===== src/rtl/operand_override.sv =====
module operand_override #(
  parameter int W = 8
) (
  input  logic         clk,
  input  logic         rst_n,
  input  logic         slot_valid,
  input  logic         slot_skip,
  input  logic [2:0]   op_kind,
  input  logic [W-1:0] op_lit,
  input  logic [W-1:0] rf_rdata,
  input  logic [W-1:0] wreg,
  output logic         rf_rd_en,
  output logic [W-1:0] opnd,
  output logic [W-1:0] res,
  output logic         dst_we,
  output logic         acc_we,
  output logic         flag_we,
  output logic         irq_block
);
  localparam logic [2:0] K_ADD   = 3'd1;
  localparam logic [2:0] K_MOVF  = 3'd2;
  localparam logic [2:0] K_MOVNF = 3'd3;
  localparam logic [2:0] K_PREG  = 3'd4;
  localparam logic [2:0] K_PLIT  = 3'd5;

  logic         armed;
  logic [W-1:0] held;
  logic         run;
  logic         reads_file;

  assign run        = slot_valid && !slot_skip;
  assign reads_file = op_kind inside {K_ADD, K_MOVF, K_MOVNF, K_PREG};

  assign opnd      = armed ? held : rf_rdata;
  assign rf_rd_en  = slot_valid && reads_file && !armed;
  assign res       = (op_kind == K_ADD) ? W'(wreg + opnd) : opnd;
  assign dst_we    = run && (op_kind == K_ADD || op_kind == K_MOVNF);
  assign acc_we    = run && (op_kind == K_MOVF);
  assign flag_we   = run && (op_kind == K_ADD || op_kind == K_MOVF);
  assign irq_block = armed;

  always_ff @(posedge clk) begin
    if (!rst_n) begin
      armed <= 1'b0;
      held  <= '0;
    end else if (slot_valid) begin
      if (run && op_kind == K_PREG) begin
        armed <= 1'b1;
        held  <= opnd;
      end else if (run && op_kind == K_PLIT) begin
        armed <= 1'b1;
        held  <= op_lit;
      end else begin
        armed <= 1'b0;
      end
    end
  end
endmodule


===== config.mk =====
export PLATFORM = sky130hd
export DESIGN_NAME = operand_override
export DESIGN_NICKNAME = d
export VERILOG_FILES = /design/src/rtl/operand_override.sv
export SDC_FILE = /design/constraint.sdc
export NUM_CORES = 1
export LEC_CHECK = 0
export BUFFER_PORTS_ARGS = -buffer_cell sky130_fd_sc_hd__buf_2
export CAP_MARGIN = 15
export CORE_MARGIN = 10
export CORE_UTILIZATION = 46
export CTS_BUF_LIST = sky130_fd_sc_hd__clkbuf_2 sky130_fd_sc_hd__clkbuf_4 sky130_fd_sc_hd__clkbuf_8
export DETAILED_ROUTE_END_ITERATION = 7
export GPL_TIMING_DRIVEN = 0
export PLACE_DENSITY = 0.84
export SLEW_MARGIN = 20
export SYNTH_ARGS = -nofsm -noshare
export SYNTH_HDL_FRONTEND = slang
export SYNTH_SLANG_ARGS = --single-unit

===== constraint.sdc =====
create_clock -name clk -period 3.1 [get_ports clk]
set_clock_uncertainty 0.05 [all_clocks]
set_input_delay 0.155 -clock clk [delete_from_list [all_inputs] [get_ports clk]]
set_output_delay 0.155 -clock clk [all_outputs]
set_load 0.03 [all_outputs]

==> results.md <==
* Detailed Routing Iterations Pass 1 at 4
* H-Tree Level Count at 1
* Yosys Warn Count at 0
* FILL cells at 175
* Cell breakdown of the critical path: clkbuf_4 -> mux2_2 -> ha_1 -> o21ai_1 -> or3_1 -> and4_1 -> o21ai_2 -> xnor2_2 -> buf_2
* Chip height at 66.2 um
* Switching fraction of total power at 37.4%
* Nets@finish at 220
* Post-Syn Area at 982 um^2
* Diode insertion count for antenna repair at 0
* Seq cells post-synth at 9
* Total I/O pin count at 52
* Global-route wire length before repair at 4620 um
* Critical Path Start Type: flip-flop
* Max FO, Critical Path at 10
* Highest cell delay on the worst timing path at 0.40 ns
* Worst-case hold slack at 0.154 ns
* Initial Utilization at 49.1%
* Die Outline Area at 4380 um^2
* Maximum number of pins on one net before global-route repair at 11
* Sum of overflow across all layers after global routing at 0
* Number of synthesized flops with an enable pin at 0
* HPWL after detailed placement at 2510 um
* Worst IR Drop VDD at 187 uV
* Routed wirelength normalized by instance count at 14.4 um
* Max-Cap Viols at 0
* Clock buffers created by TritonCTS at 3
* Area share of the leading cell type in the synthesized netlist at 18.3%
* Hold Violations, Final at 0
* Instance area at placement at 1270 um^2
* CTS Root Cell: sky130_fd_sc_hd__clkbuf_4
* Combined area of the multi-input logic cells at 771 um^2
* Share of flip-flops with an asynchronous set or reset at 0%
* Vias per cell at 5.26
* Avg Cell Area, Syn at 7.80 um^2
* Max Buffers Root-to-Sink at 2
* Outcome: completed
* Clock network power share at 24.0%
* Floorplan Core Area at 2000 um^2
* Relative slew slack at 57.7%
* Total routing resource utilization after global routing at 13.2%
* Number of sinks driven by the clock tree at 9
* Remaining number of nets flagged by the antenna check after routing at 0
* Final Critical Period at 2.96 ns
* Register area share after synthesis at 18.3%
* Sequential Area at 180 um^2
* Share of total power in sequential cells at 29.8%
* Net Count, Synth at 165
* Post-route DRC at 0
* Final design instance area without fill at 1320 um^2
* Library cells used by synthesis at 37
* Number of antenna violations at the first check in global routing at 0
* Total number of vias at 1089
* Leading post-synthesis cells by instance count: sky130_fd_sc_hd__nand2_1 (17), sky130_fd_sc_hd__dfxtp_1 (9), sky130_fd_sc_hd__mux2i_1 (9), sky130_fd_sc_hd__o21ai_1 (9), sky130_fd_sc_hd__nor2_1 (8)
* Final estimated routing congestion in global placement at 0.847
* Startpoint of the worst register-to-register path: irq_block
* Final setup vio count at 0
* CTS tree: built
* Setup slack on the worst flop-to-flop path at 1.62 ns
* Number of max-slew violations in the final report at 0
* Critical path class: reg -> out
* Pwr Total at 402 uW
* Startpoint of the worst setup timing path: irq_block
* Dominant cell type by area after synthesis: sky130_fd_sc_hd__dfxtp_1
* Number of global-route vias before repair at 1095
* Cell with the most instances after synthesis: sky130_fd_sc_hd__nand2_1
* Cell internal pwr at 251 uW
* WP data arrival at 2.76 ns
* Worst Hold Class: in -> reg
* DRT Wirelength at 2980 um
* Syn Inst Count at 126
* Clk slew on worst S/H paths at 0.06 ns
* End of the worst register-to-register path: held[5]
* Final critical-path share of the clock period at 95.5%
* Number of design-rule violations left by the first detailed-router iteration at 76
* Top cells by area in the synthesized netlist: sky130_fd_sc_hd__dfxtp_1 (18%), sky130_fd_sc_hd__mux2i_1 (9.2%), sky130_fd_sc_hd__ha_1 (8.9%)
* Worst-Margin Slew at 0.632 ns
* Static power due to leakage at 0.647 nW
* Path depth of the worst reg2reg path at 5
* Combinational group share of total power at 46.2%
* Share of layout cells above drive strength 1 at 38.3%
* Setup crit end: res[7]
* Prevailing post-synth register cell: sky130_fd_sc_hd__dfxtp_1
* Worst setup EP type: primary output
* Layout overhead on the synthesized area at 34.6%
* Required time of the critical path at 2.89 ns
* Power density over cell area at 304 nW/um^2
* Setup repair bufs after CTS at 0
* Clock latency on the worst-skew pair at 0.25 ns
* Hold-fix buffers, CTS at 0
* Overall die width at 66.2 um
* Switching power total at 150 uW
* Launch point of the worst hold path: slot_valid
* Timing-limited maximum frequency at 338 MHz
* Site Rows at 16
* Count of buffers inserted at the top-level ports at 50
* Max stage delay cell, worst path: sky130_fd_sc_hd__mux2_2
power by group through the flow:
stage / sequential [mW] / clock [mW] / combinational (mW)
6_report: 0.120 / 0.0965 / 0.186
5_1_grt: 0.120 / 0.105 / 0.203
4_1_cts: 0.119 / 0.0999 / 0.185
3_5_place_dp: 0.122 / 0 / 0.184
3_3_place_gp: 0.122 / 0 / 0.180
2_1_floorplan: 0.122 / 0 / 0.128
how the worst min path moves through the flow:
| stage | end | slack [ns] | cells after the start |
|---|---|---|---|
| finish | irq_block | 0.15 | 3 |
| global route | irq_block | 0.18 | 3 |
| CTS | irq_block | 0.15 | 3 |
| detailed placement | held[1] | 0.40 | 2 |
| global placement | held[7] | 0.39 | 2 |
| floorplan | held[2] | 0.23 | 1 |
cells in the final DEF, fill, tap and decap left out, types with 2 or more instances in the layout:
cell and count:
sky130_fd_sc_hd__a21o_1 3, sky130_fd_sc_hd__dfxtp_1 9, sky130_fd_sc_hd__inv_1 5, sky130_fd_sc_hd__and2_1 5
sky130_fd_sc_hd__mux2i_1 7, sky130_fd_sc_hd__a21oi_1 6, sky130_fd_sc_hd__buf_2 51, sky130_fd_sc_hd__a21boi_1 4
sky130_fd_sc_hd__nand2_1 17, sky130_fd_sc_hd__o21bai_1 2, sky130_fd_sc_hd__a211oi_1 2, sky130_fd_sc_hd__xor2_1 3
sky130_fd_sc_hd__nand2b_1 2, sky130_fd_sc_hd__buf_6 2, sky130_fd_sc_hd__clkbuf_4 5, sky130_fd_sc_hd__nand3_1 2
sky130_fd_sc_hd__a31oi_1 2, sky130_fd_sc_hd__nor2_1 8, sky130_fd_sc_hd__mux2_2 5, sky130_fd_sc_hd__ha_1 7
sky130_fd_sc_hd__o21ai_1 9, sky130_fd_sc_hd__or3_1 2, sky130_fd_sc_hd__o21ai_0 5
kinds of logic after synthesis:
| logic type | Yosys count | synth area share, % |
|---|---|---|
| flip-flops | 9 | 18.3 |
| AND/OR/NAND/NOR | 45 | 24.2 |
| buffers and inverters | 10 | 5.60 |
| AO/OA/AOI/OAI | 36 | 22.4 |
| adder cells (fa/ha/maj) | 8 | 11.0 |
| XOR/XNOR | 4 | 3.57 |
| multiplexers | 14 | 14.9 |
final cells by class:
cell class	instances	area share, %
Inverter	5	1.42
Multi-Input combinational cell	107	58.3
Timing Repair Buffer	50	18.9
Tap cell	27	2.55
Clock buffer	4	2.27
Buffer	5	2.93
Sequential cell	9	13.6
stage by stage:
| step | TNS (ns) | worst slack (ns) | util [%] | instances |
|---|---|---|---|---|
| floorplan | 0 | 0.125 | - | 126 |
| global placement | 0 | 0.312 | 63.6 | 203 |
| detailed placement | 0 | 0.246 | 63.6 | 203 |
| CTS | 0 | 0.0173 | 65.3 | 207 |
| global route | -0.000490 | -0.000490 | 66.1 | 207 |
| finish | 0 | 0.139 | 66.1 | 207 |
timing repair:
action	in CTS	in global routing
hold endpoints to repair	0	0
endpoints found under the setup margin	1	3
gates resized for setup	1	3
routing by layer:
layer | part of all wire (%) | global-route usage, %
met1 | 38 | 12.5
met3 | 7.8 | 4.92
met5 | 0 | 0
met4 | 1.7 | 5.24
met2 | 52 | 24.6
worst max-delay path, delay by kind of cell (launching register included):
kind                       cells  cell delay (ns)
AOI/OAI and AO/OA              2             0.25
muxes                          1             0.40
and+or+nand+nor                2             0.61
DFF                            1             0.32
adders and majority gates      1             0.35
xor gates and xnor gates       1             0.12
buffers and inverters          2             0.45
state kept, by name, summed over array words and instances, names as in the netlist:
name / count
irq_block: 1
held: 8
Power figures use the tool's default switching activity.
